$ cat src/rtl/mwd_pkg.sv
package mwd_pkg;

    localparam int DW        = 32;
    localparam int LEN_BITS  = 10;
    localparam int SEG_W     = 7;
    localparam int MAX_WORDS = 1 << LEN_BITS;

    typedef enum logic [1:0] {
        ST_IDLE,
        ST_HDR,
        ST_DATA,
        ST_SKIP
    } pstate_e;

    typedef struct packed {
        logic is_write;
        logic hdr4;
    } hdr_info_t;

    // Classify the first header word: format in 30:29, type in 28:24.
    function automatic hdr_info_t classify(input logic [DW-1:0] w);
        hdr_info_t r;
        r.is_write = (w[30:29] inside {2'b10, 2'b11}) && (w[28:24] == 5'd0);
        r.hdr4     = w[29];
        return r;
    endfunction

    // Payload length in words; a zero field stands for the maximum.
    function automatic logic [LEN_BITS:0] payload_len(input logic [DW-1:0] w);
        logic [LEN_BITS:0] n;
        n = (w[LEN_BITS-1:0] == '0) ? (LEN_BITS+1)'(MAX_WORDS)
                                    : {1'b0, w[LEN_BITS-1:0]};
        return n;
    endfunction

    // Hex nibble to active-high segments, bit 0 = a ... bit 6 = g.
    function automatic logic [SEG_W-1:0] hex_seg(input logic [3:0] v);
        logic [SEG_W-1:0] s;
        case (v)
            4'h0: s = 7'h3F;
            4'h1: s = 7'h06;
            4'h2: s = 7'h5B;
            4'h3: s = 7'h4F;
            4'h4: s = 7'h66;
            4'h5: s = 7'h6D;
            4'h6: s = 7'h7D;
            4'h7: s = 7'h07;
            4'h8: s = 7'h7F;
            4'h9: s = 7'h6F;
            4'hA: s = 7'h77;
            4'hB: s = 7'h7C;
            4'hC: s = 7'h39;
            4'hD: s = 7'h5E;
            4'hE: s = 7'h79;
            default: s = 7'h71;
        endcase
        return s;
    endfunction

endpackage

$ cat src/rtl/mwd_parser.sv
module mwd_parser
    import mwd_pkg::*;
#(
    parameter int NREGS    = 16,
    parameter int WIN_BITS = 16
) (
    input  logic                     clk,
    input  logic                     rst,
    input  logic                     rx_valid,
    input  logic                     rx_sop,
    input  logic                     rx_eop,
    input  logic [DW-1:0]            rx_data,
    input  logic                     mem_en,
    output logic                     wr_en,
    output logic [$clog2(NREGS)-1:0] wr_idx,
    output logic [DW-1:0]            wr_data
);
    localparam int IDXW = $clog2(NREGS);
    // word address inside the window plus one guard bit against wrap
    localparam int WA   = WIN_BITS - 1;

    pstate_e             state_q, state_d;
    logic                hdr4_q, hdr4_d;
    logic [1:0]          wcnt_q, wcnt_d;
    logic [WA-1:0]       addr_q, addr_d;
    logic [LEN_BITS:0]   remain_q, remain_d;
    hdr_info_t           info;
    logic                in_range;

    assign info     = classify(rx_data);
    assign in_range = (addr_q[WA-1:IDXW] == '0);

    always_comb begin
        state_d  = state_q;
        hdr4_d   = hdr4_q;
        wcnt_d   = wcnt_q;
        addr_d   = addr_q;
        remain_d = remain_q;
        wr_en    = 1'b0;
        wr_idx   = addr_q[IDXW-1:0];
        wr_data  = rx_data;
        if (rx_valid) begin
            if (rx_sop) begin
                hdr4_d   = info.hdr4;
                wcnt_d   = 2'd1;
                remain_d = payload_len(rx_data);
                state_d  = (info.is_write && mem_en) ? ST_HDR : ST_SKIP;
            end else begin
                case (state_q)
                    ST_HDR: begin
                        if (wcnt_q == (hdr4_q ? 2'd3 : 2'd2)) begin
                            addr_d  = {1'b0, rx_data[WIN_BITS-1:2]};
                            state_d = ST_DATA;
                        end
                        wcnt_d = wcnt_q + 2'd1;
                    end
                    ST_DATA: begin
                        wr_en    = in_range;
                        addr_d   = addr_q + 1'b1;
                        remain_d = remain_q - 1'b1;
                        if (remain_q == (LEN_BITS+1)'(1)) state_d = ST_SKIP;
                    end
                    default: ;
                endcase
            end
            if (rx_eop) state_d = ST_IDLE;
        end
    end

    always_ff @(posedge clk) begin
        if (rst) begin
            state_q  <= ST_IDLE;
            hdr4_q   <= 1'b0;
            wcnt_q   <= 2'd0;
            addr_q   <= '0;
            remain_q <= '0;
        end else begin
            state_q  <= state_d;
            hdr4_q   <= hdr4_d;
            wcnt_q   <= wcnt_d;
            addr_q   <= addr_d;
            remain_q <= remain_d;
        end
    end

    p_eop_to_idle_r9: assert property (@(posedge clk) disable iff (rst)
        (rx_valid && rx_eop) |=> (state_q == ST_IDLE));

    p_idle_no_write_r2: assert property (@(posedge clk) disable iff (rst)
        (state_q == ST_IDLE) |-> !wr_en);

    p_remain_nonzero_r5: assert property (@(posedge clk) disable iff (rst)
        (state_q == ST_DATA) |-> (remain_q != '0));

    p_disabled_skips_r6: assert property (@(posedge clk) disable iff (rst)
        (rx_valid && rx_sop && !mem_en) |=> (state_q != ST_HDR));

    p_bad_type_skips_r8: assert property (@(posedge clk) disable iff (rst)
        (rx_valid && rx_sop && !rx_eop && (rx_data[28:24] != 5'd0)) |=> (state_q == ST_SKIP));

endmodule

$ cat src/rtl/mwd_regfile.sv
module mwd_regfile
    import mwd_pkg::*;
#(
    parameter int NREGS = 16
) (
    input  logic                     clk,
    input  logic                     rst,
    input  logic                     wr_en,
    input  logic [$clog2(NREGS)-1:0] wr_idx,
    input  logic [DW-1:0]            wr_data,
    output logic [NREGS*DW-1:0]      regs_flat,
    output logic [NREGS-1:0]         wr_stb
);
    for (genvar g = 0; g < NREGS; g++) begin : g_reg
        always_ff @(posedge clk) begin
            if (rst) begin
                regs_flat[g*DW +: DW] <= '0;
            end else if (wr_en && (wr_idx == g)) begin
                regs_flat[g*DW +: DW] <= wr_data;
            end
        end
    end

    always_ff @(posedge clk) begin
        if (rst)        wr_stb <= '0;
        else if (wr_en) wr_stb <= NREGS'(1) << wr_idx;
        else            wr_stb <= '0;
    end

    p_stb_onehot_r7: assert property (@(posedge clk) disable iff (rst)
        $onehot0(wr_stb));

    p_hold_without_stb_r7: assert property (@(posedge clk) disable iff (rst)
        (wr_stb == '0) |-> $stable(regs_flat));

endmodule

$ cat src/rtl/mwd_seg.sv
module mwd_seg
    import mwd_pkg::*;
#(
    parameter int DIGITS = 2
) (
    input  logic [DIGITS*4-1:0]     value,
    output logic [DIGITS*SEG_W-1:0] segs
);
    for (genvar d = 0; d < DIGITS; d++) begin : g_digit
        assign segs[d*SEG_W +: SEG_W] = hex_seg(value[d*4 +: 4]);
    end
endmodule

$ cat src/rtl/pkt_mwr_decoder.sv
module pkt_mwr_decoder
    import mwd_pkg::*;
#(
    parameter int NREGS    = 16,
    parameter int WIN_BITS = 16
) (
    input  logic                 clk,
    input  logic                 rst,
    input  logic                 rx_valid,
    input  logic                 rx_sop,
    input  logic                 rx_eop,
    input  logic [31:0]          rx_data,
    input  logic                 mem_en,
    output logic [NREGS-1:0]     wr_stb,
    output logic [NREGS*32-1:0]  regs_flat,
    output logic [6:0]           seg_lo,
    output logic [6:0]           seg_hi
);
    localparam int IDXW = $clog2(NREGS);

    logic              wr_en;
    logic [IDXW-1:0]   wr_idx;
    logic [DW-1:0]     wr_data;
    logic [2*SEG_W-1:0] seg_all;

    mwd_parser #(.NREGS(NREGS), .WIN_BITS(WIN_BITS)) u_parser (
        .clk(clk), .rst(rst),
        .rx_valid(rx_valid), .rx_sop(rx_sop), .rx_eop(rx_eop),
        .rx_data(rx_data), .mem_en(mem_en),
        .wr_en(wr_en), .wr_idx(wr_idx), .wr_data(wr_data)
    );

    mwd_regfile #(.NREGS(NREGS)) u_regs (
        .clk(clk), .rst(rst),
        .wr_en(wr_en), .wr_idx(wr_idx), .wr_data(wr_data),
        .regs_flat(regs_flat), .wr_stb(wr_stb)
    );

    mwd_seg #(.DIGITS(2)) u_seg (
        .value(regs_flat[7:0]),
        .segs(seg_all)
    );

    assign seg_lo = seg_all[SEG_W-1:0];
    assign seg_hi = seg_all[2*SEG_W-1:SEG_W];

    p_seg_follows_reg0_r10: assert property (@(posedge clk) disable iff (rst)
        $stable(regs_flat[7:0]) |-> ($stable(seg_lo) && $stable(seg_hi)));

endmodule

$ cat config.mk
export PLATFORM = sky130hd
export DESIGN_NAME = pkt_mwr_decoder
export DESIGN_NICKNAME = d
export VERILOG_FILES = /design/src/rtl/mwd_pkg.sv /design/src/rtl/mwd_parser.sv /design/src/rtl/mwd_regfile.sv /design/src/rtl/mwd_seg.sv /design/src/rtl/pkt_mwr_decoder.sv
export SDC_FILE = /design/constraint.sdc
export NUM_CORES = 1
export LEC_CHECK = 0
export BUFFER_PORTS_ARGS = -buffer_cell sky130_fd_sc_hd__clkbuf_2
export CORE_UTILIZATION = 41
export CTS_BUF_LIST = sky130_fd_sc_hd__clkbuf_4
export DETAILED_ROUTE_END_ITERATION = 12
export PLACE_DENSITY = 0.67
export RECOVER_POWER = 25
export SLEW_MARGIN = 20
export SYNTH_ARGS = -nofsm -noshare
export SYNTH_HDL_FRONTEND = slang
export SYNTH_SLANG_ARGS = --single-unit
export TNS_END_PERCENT = 20
$ cat constraint.sdc
create_clock -name clk -period 3.3 [get_ports clk]
set_clock_uncertainty 0.2 [all_clocks]
set_input_delay 0.66 -clock clk [delete_from_list [all_inputs] [get_ports clk]]
set_output_delay 0.66 -clock clk [all_outputs]
set_load 0.02 [all_outputs]
# After elaboration in Yosys (flattened, before gate mapping)
# Memory sizes are Yosys's and may differ from the RTL's. A register that Yosys moved wholly into a read port is not among the register bits.
# Index checks and enable logic that the tools add are counted.
totals:
  rom_bits: 224
  out_inout_bits: 542
  reg_bits: 559
  mem_count: 2
  elab_cells: 108
op_classes:
  n_eq_ne: 24
  muxes: 21
  addsub: 3
  bitwise: 2
  n_reduce_logical: 33
  n_shift: 1
memory_table:
  columns: ["name", "words", "word_bits", "read_ports", "rd_clocked_by_memory_dff", "write_ports", "line_no", "text"]
  rows:
  - ["(no name shown)", 16, 7, 1, 1, 0, "mwd_pkg.sv:39", "case (v)"]
  - ["(no name shown)", 16, 7, 1, 1, 0, "mwd_pkg.sv:39", null]
op_table:
  columns: ["operator", "n"]
  rows:
  - ["$mux W11", 3]
  - ["$eq A4 B4 Y1 const B", 8]
  - ["$pmux W15 S2", 1]
  - ["$logic_and A1 B1 Y1", 18]
  - ["$eq A4 B3 Y1 const B", 4]
  - ["$mux W4", 4]
  - ["$shl A1 B4 Y16 const A", 1]
  - ["$add A15 B1 Y15 const B", 1]
  - ["$mux W15", 1]
  - ["$mux W2", 7]
  - ["$eq A11 B1 Y1 const B", 1]
  - ["$logic_not A11 Y1", 1]
  - ["$sub A11 B1 Y11 const B", 1]
  - ["$logic_not A10 Y1", 1]
  - ["$eq A4 B2 Y1 const B", 2]
  - ["$ne A4 B3 Y1 const B", 2]
  - ["$reduce_and A4 Y1", 2]
  - ["$reduce_bool A2 Y1", 4]
  - ["$eq A2 B2 Y1 const B", 3]
  - ["$reduce_and A2 Y1", 3]
  - ["$logic_not A5 Y1", 1]
  - ["$eq A4 B1 Y1 const B", 1]
  - ["$logic_not A4 Y1", 1]
  - ["$mux W1", 4]
  - ["other kinds (8)", 9]

# Longest topological paths before layout
# Gate-level depths: netlist (run 1).
logic_depth:
  depth_word: 7
  ltp_mapped: 14
  mapped_depth_nobuf: 11

# Hierarchy
# A second synthesis (run 1) with hierarchy kept.
unflattened:
  cells_unflattened: 2185
  area_unflattened_um2: 23034.6
modules_own_cells:
  columns: ["mod", "n_inst", "seq_area_each_um2", "cells_per_inst", "area_per_inst_um2"]
  rows:
  - ["mwd_regfile", 1, 10570.1, 1814, 20308.2]
  - ["mwd_parser", 1, 620.6, 298, 2218.4]
  - ["mwd_seg", 1, 0.0, 73, 508.0]

# Worst setup path before layout (run 1)
# Ideal clock, no wire load.
synth_path:
  path_type: "input -> register"
  startpoint: "input port rx_sop"
  endpoint: "register, netlist name u_seg.segs[10]"
  slack_ps: 143
  cell_stages: 12
  arrival_time_ps: 2836
  required_ps: 2979
  n_path_buf: 3
  path_cell_list: "buf_2 > nor4b_2 > nand4_1 > buf_2 > nor2_1 > buf_4 > nand2_1 > a21oi_1 > inv_1 > ha_1 > mux2i_1 > mux2_2"
synth_via:
  elab_chain_cells: 5
synth_lines:
  columns: ["element", "line_no", "text"]
  rows:
  - ["from (decl)", "pkt_mwr_decoder.sv:10", "input logic rx_sop,"]
  - ["$mux W1", "mwd_parser.sv:43", "if (rx_sop) begin"]
  - ["$mux W1", "mwd_parser.sv:42", "if (rx_valid) begin"]
  - ["$logic_and A1 B1 Y1", "mwd_regfile.sv:18", "end else if (wr_en && (wr_idx == g)) begin"]
  - ["$mux W4 (no source line) (2 in series)", null, null]
# No other way between the ends.
# A chain may end at the register's enable or synchronous reset.

# Worst setup path after layout (run 1)
layout_path:
  startpoint: "input port rx_valid"
  endpoint: "register u_parser.state_q[1]"
layout_via:
  elab_chain_cells: 1
layout_lines:
  columns: ["element", "line_no", "text"]
  rows:
  - ["from (decl)", "pkt_mwr_decoder.sv:9", "input logic rx_valid,"]
  - ["$reduce_and A4 Y1 (no source line)", null, null]
  - ["to (signal assigned)", "mwd_parser.sv:78", "state_q <= state_d;"]
  - ["to (decl)", "mwd_parser.sv:22", "pstate_e state_q, state_d;"]
# No other way between the ends.

==> results of run 1 <==
==> per-stage QoR <==
stage / power [W] / cell area, sq um / std cells / util (%) / hold slack [ns]
after CTS: 0.0142 / 27000 / 4109 / 52.4 / 0.00302
after floorplan: 0.00751 / 21400 / 2745 / - / 0.244
after detailed placement: 0.00776 / 24800 / 3820 / 48.1 / 0.242
after global placement: 0.00776 / 24700 / 3820 / 48.0 / 0.237
after global routing: 0.0146 / 26700 / 4114 / 51.8 / 0.0889
final: 0.0140 / 26700 / 4117 / 51.8 / 0.121
==> layout by cell type (no fill, tap or decap), types with 15 or more instances in the layout <==
cell and count:
a21oi_1 541, and3_1 15, buf_4 56, clkbuf_1 223
clkbuf_2 361, clkbuf_4 233, dfxtp_1 573, dlygate4sd3_1 27
ha_1 24, inv_1 22, nand2_1 1069, nor2_1 38
o21ai_0 28
==> cell type report <==
class,instances,area share (%)
Antenna cell,7,0.0656
Clock buffer,233,6.55
Clock inverter,29,0.740
Inverter,24,0.351
Multi-Input combinational cell,1891,32.7
Sequential cell,573,43.0
Tap cell,680,3.19
Timing Repair Buffer,680,13.4
==> sequential cells by signal, summed over array words and instances (netlist names) <==
signal,flops
u_seg.segs,14
u_parser.remain_q,11
u_parser.hdr4_q,1
u_parser.state_q,2
u_parser.addr_q,15
u_parser.wcnt_q,2
u_regs.wr_stb,16
u_regs.regs_flat,512
==> worst paths after layout <==
path	from	to	slack, ns	cells past startpoint
max reg2reg	u_parser.remain_q[6]	u_parser.state_q[1]	0.19	8
min	rx_data[23]	u_regs.regs_flat[119]	0.12	3
max	rx_valid	u_parser.state_q[1]	0.14	10
min reg2reg	u_regs.regs_flat[480]	u_regs.regs_flat[480]	0.25	2
==> metal layers <==
layer / global-route usage, % / wire length [um] / up-vias
met5: 0 / 0 / -
met4: 15.5 / 3560 / 0
met3: 9.10 / 8850 / 217
met2: 47.4 / 38200 / 1158
met1: 38.1 / 32900 / 10048
li1: - / - / 10129
==> where the power goes <==
| group | internal [W] | switching, W | total [W] |
|---|---|---|---|
| registers | 0.00695 | 0.0000277 | 0.00697 |
| clock network | 0.00337 | 0.00303 | 0.00640 |
| logic | 0.000165 | 0.000503 | 0.000668 |
| total | 0.0105 | 0.00356 | 0.0140 |
==> worst max-delay path, stage by stage <==
cell and delay [ns]:
dlygate4sd3_1 0.57, clkbuf_1 0.12, clkbuf_1 0.34, nor2b_1 0.32
nand2_1 0.12, o21a_1 0.24, a211o_1 0.22, dlygate4sd3_1 0.55
a21oi_1 0.16, dlygate4sd3_1 0.57
==> logic make-up (layout without fill, tap and decap cells) <==
kind of cell | count (synthesis) | after routing | share of synthesized area (%)
flops | 573 | 573 | 53.6
buf+inv | 281 | 966 | 5.71
mux | 21 | 21 | 1.06
xor+xnor | 2 | 2 | 0.0818
simple gates | 1225 | 1225 | 23.1
compound gates | 619 | 619 | 15.1
fa+ha+maj | 24 | 24 | 1.40
other cells | 0 | 7 | 0
==> what timing repair did <==
action,CTS,global route
hold buffers,27,0
resized for setup,0,1
endpoints found under the hold margin,238,0
buffers inserted,0,1
endpoints found under the setup margin,0,1
==> reports/qor.txt, run 1 <==
Setup tns final = 0 ns
X dimension of the die = 231 um
Slew headroom = 21.9%
Peak fanout along the critical path = 9
Clock tree sinks = 573
DIE HEIGHT = 231 um
Category of the worst setup path capture point = flip-flop
Biggest area consumer among synthesized cells = dfxtp_1
CTS tree = built
Worst EP required = 4.01 ns
Distinct cells, synth = 64
Share of Yosys cell area claimed by the top area cell type = 53.6%
Via Count = 21552
Number of DRC markers after the initial detailed-route iteration = 1905
Worst min-delay path class = input pin to flip-flop
Global-route total usage across every layer = 30.5%
Number of optimization iterations in the first detailed-route pass = 6
Row Count = 83
Number of nets in the layout = 3387
Per-cell routed wire length = 20.3 um
Synthesized net count = 2807
Total area of multi-input combinational cells = 8730 sq um
Synth top area cells = dfxtp_1 54%, nand2_1 19%, a21oi_1 13%
Leading cell type by number of instances after synthesis = nand2_1
Result of the run = complete, no violations
Count of buffers from port buffering = 579
Final slew viol count = 0
CP Data Arrival Time = 3.87 ns
Largest net degree at the start of global routing = 208
Number of remaining DRC errors = 0
Mapped Cells = 2745
Mapped Avg Cell Area = 7.80 sq um
Portion of the post-synthesis area used by sequential elements = 53.6%
Static Leak = 10.1 nW
Post-route clock period utilization = 95.8%
Count of yosys warnings during synthesis = 0
Root buffer selected by CTS = clkbuf_4
Die ar. = 53200 sq um
Via count normalized by instance count = 5.23
Area growth from synthesis to layout = 24.7%
Placeable Area = 51500 sq um
CTS H-Tree Depth = 4
Number of top-level pins = 580
Register bit total from synthesis = 573
Antenna-violating nets left = 0
Main synth FF type = dfxtp_1
Final min period = 3.16 ns
Critical path type = input pin to flip-flop
Number of filler cells placed in the layout = 5106
Via count of the first global-routing pass = 19481
Max-cap check violation count = 0
RSZ-0062 raised after global routing = no
Async set-reset flop share out of synthesis = 0%
Footprint of the flip-flops and latches = 11500 sq um
CTS max path bufs = 3
Number of antenna violations at the first check in global routing = 2
First-pass GRT wire length = 123000 um
Clock buffers created by TritonCTS = 155
Clock slew at the register clock pins of the worst setup and hold paths = 0.06 ns
Launching element type of the critical path = input pin
Clock network latency to the later pin of the worst-skew pair = 0.99 ns
Commonest cells in the netlist = 1069 x nand2_1, 573 x dfxtp_1, 541 x a21oi_1
Placed wire-length estimate = 54100 um
Layout cells sized above 1 = 20.6%
Hold Fails Final Rpt = 0
Worst-Margin Slew = 1.17 ns
Highest clock frequency the design can meet = 316 MHz
Initial Utilization = 41.6%
Final worst slack = 0.138 ns
Area of the mapped netlist = 21400 sq um
Final number of setup-violating endpoints = 0
Total overflow reported by the global router = 0
Final estimated routing congestion in global placement = 0.873
Total routed wirelength = 83600 um
Pwr per Cell Area = 526 nW/um^2
Max IR drop VDD = 0.000340 V
Number of enable flip-flop cells after synthesis = 0
Worst slack at placement = 0.106 ns
Power figures use the tool's default switching activity.
==> inputs of run 2 (changes only) <==
--- a/config.mk
+++ b/config.mk
@@ -9,7 +9,6 @@
 export CORE_UTILIZATION = 41
 export CTS_BUF_LIST = sky130_fd_sc_hd__clkbuf_4
 export DETAILED_ROUTE_END_ITERATION = 12
-export PLACE_DENSITY = 0.67
 export RECOVER_POWER = 25
 export SLEW_MARGIN = 20
 export SYNTH_ARGS = -nofsm -noshare
==> constraint.sdc (replaced) <==
create_clock -name clk -period 3.5 [get_ports clk]
set_clock_uncertainty 0.2 [all_clocks]
set_input_delay 0.7 -clock clk [delete_from_list [all_inputs] [get_ports clk]]
set_output_delay 0.7 -clock clk [all_outputs]
set_load 0.02 [all_outputs]
==> run 2 against run 1 <==
The run now ends with capacitance limit, slew limit left. First-iteration DRC count is 8.2% lower. Register-to-register slack better by 0.23 ns. Global-route usage is 1.1 points higher. Design area is 0.96% lower. Critical path depth is 6 lower. Non-clock buffer count is 17 lower. Sequential power is 5.6% lower. Clock power is 9.2% lower. Critical endpoint is now u_regs.regs_flat[252].
==> reports/qor.txt, run 2 (synthesis results as in run 1) <==
Die ar. = 53200 sq um
Layer carrying the most global-route usage = met2
Placed inst area = 24600 sq um
Setup tns final = 0 ns
Post-route clock period utilization = 88.3%
Worst EP required = 4.01 ns
Max-cap check violation count = 1
Placed wire-length estimate = 56200 um
Routing usage on met2 = 50.7%
Ordered cell list for the critical path = dlygate4sd3_1, buf_8, clkbuf_4, a21oi_1
Placeable Area = 51500 sq um
Share of power burned in the clock network = 44.7%
Library cell contributing the largest single delay on the critical path = clkbuf_4
Combinational Power Share = 4.7%
Global-route total usage across every layer = 31.5%
Number of antenna violations at the first check in global routing = 2
CP Data Arrival Time = 3.60 ns
Min-delay src = rx_data[22]
Clock tree sinks = 573
Row Count = 83
Clock buffers created by TritonCTS = 152
Max IR drop VDD = 0.000268 V
Antenna-violating nets left = 0
Largest registers = u_regs.regs_flat (512), u_regs.wr_stb (16), u_parser.addr_q (15)
Launching element type of the critical path = input pin
Final number of setup-violating endpoints = 0
Reg-to-Reg Start = u_parser.state_q[0]
Highest clock frequency the design can meet = 324 MHz
Tightest hold margin = 0.122 ns
Largest net degree at the start of global routing = 190
Clock slew at the register clock pins of the worst setup and hold paths = 0.06 ns
Most frequent standard cell in the layout excluding fill and tap cells = nand2_1
Static Leak = 10.0 nW
Highest-count cells in the layout ignoring fill and taps = 1068 x nand2_1, 573 x dfxtp_1, 541 x a21oi_1
RSZ-0062 raised after global routing = no
Net switching power = 0.00330 W
Hold path cells = 3
WHS Endpoint = u_regs.regs_flat[406]
Total overflow reported by the global router = 0
GR Util met3 = 10.0%
Top register by number of flip-flops = u_regs.regs_flat
Initial Utilization = 41.6%
Final min period = 3.09 ns
Number of filler cells placed in the layout = 5084
Violations in the final reports = capacitance limit, slew limit
Pwr per Cell Area = 491 nW/um^2
Critical path type = input pin to flip-flop
Number of top-level pins = 580
CTS tree = built
Cell class contributing the biggest share of worst-path delay = buffers and inverters
Number of optimization iterations in the first detailed-route pass = 6
Internal power = 0.00968 W
Number of nets in the layout = 3367
Slew headroom = -39.6%
Area of all placed cells without fillers = 26400 sq um
Clock network latency to the later pin of the worst-skew pair = 0.95 ns
Number of remaining DRC errors = 0
Total buffers and inverters traversed by the critical path = 3
First-pass GRT wire length = 126000 um
Total routed wirelength = 85900 um
Via count of the first global-routing pass = 20429
Fraction of power consumed by sequential logic = 50.6%
Crit path largest cell delay = 1.60 ns
Logic depth of the worst register-to-register path = 8
Total area of multi-input combinational cells = 8730 sq um
Final slew viol count = 177
Peak fanout along the critical path = 176
R2r setup slk = 0.42 ns
Footprint of the flip-flops and latches = 11500 sq um
CTS H-Tree Depth = 4
Result of the run = finished with violations
Worst-Margin Slew = 2.09 ns
Area growth from synthesis to layout = 23.5%
Net switching share of the total power = 25.4%
Layout cells sized above 1 = 21.0%
PostCTS Resize Cnt = 0
Worst min-delay path class = input pin to flip-flop
Worst flop-to-flop path endpoint = u_seg.segs[10]
CTS max path bufs = 3
Number of DRC markers after the initial detailed-route iteration = 1748
Via Count = 21661
Per-cell routed wire length = 21.0 um
Final estimated routing congestion in global placement = 0.889
Category of the worst setup path capture point = flip-flop
Hold Fails Final Rpt = 0
Count of buffers from port buffering = 579
Grt met1 use = 37.9%
Number of flip-flops in the largest register = 512
Root buffer selected by CTS = clkbuf_4
DIE HEIGHT = 231 um
Via count normalized by instance count = 5.29
X dimension of the die = 231 um
==> run 2: cell types whose count changed in the layout (fill, tap and decap cells not counted), moves of 6 or more <==
cell,before,now
clkinv_1,12,19
clkbuf_2,361,392
clkbuf_1,223,190
clkbuf_4,233,225
dlygate4sd3_1,27,21
==> run 2: layout make-up <==
type	instances	share of cell area, %
inverter	24	0.341
sequential	573	43.4
tap	680	3.22
timing repair buffer	663	13.0
multi-input combinational	1891	33.0
clock inverter	34	0.681
antenna	5	0.0473
clock buffer	224	6.36
==> run 2: worst reg2reg max path, delay by kind of cell (launching register included) <==
kind	cells	cell delay, ns
muxes	2	0.98
and+or+nand+nor	3	0.93
buffers and inverters	2	0.36
DFF	1	0.34
adders and majority gates	1	0.17
==> run 2: what timing repair did <==
action	CTS	global route
hold endpoints to repair	148	0
buffers inserted	0	0
hold buffers	21	0
==> run 2: worst max-delay path by stage <==
stage / from / endpoint / depth (start not counted)
after floorplan: rx_sop / u_seg.segs[10] / 12
after global placement: rx_sop / u_seg.segs[7] / 10
after detailed placement: rx_sop / u_seg.segs[7] / 10
after CTS: u_parser.state_q[0] / u_seg.segs[6] / 12
after global routing: u_parser.state_q[0] / u_seg.segs[6] / 12
final: rst / u_regs.regs_flat[252] / 4
==> run 2: per-layer routing <==
metal  wire length [um]  part of all wire (%)  vias to the layer above
met5                  0                     0                        -
met1              34100                    40                    10301
met2              39900                    47                     1077
met3               8300                   9.7                      205
li1                   -                     -                    10078
met4               3560                   4.1                        0
==> run 2: through the flow <==
step	utilization (%)	power, W	setup slack (ns)	std cells
after floorplan	-	0.00708	0.303	2745
after global placement	47.8	0.00730	0.347	3810
after detailed placement	47.8	0.00731	0.258	3810
after CTS	51.8	0.0131	0.485	4089
after global routing	51.3	0.0135	0.151	4093
final	51.3	0.0130	0.411	4094
==> run 2: power by group through the flow <==
stage	logic (W)	registers, W	clock network, W
6_report	0.000606	0.00658	0.00581
5_1_grt	0.000644	0.00658	0.00630
4_1_cts	0.000602	0.00658	0.00593
3_5_place_dp	0.000582	0.00672	0
3_3_place_gp	0.000574	0.00672	0
2_1_floorplan	0.000348	0.00673	0
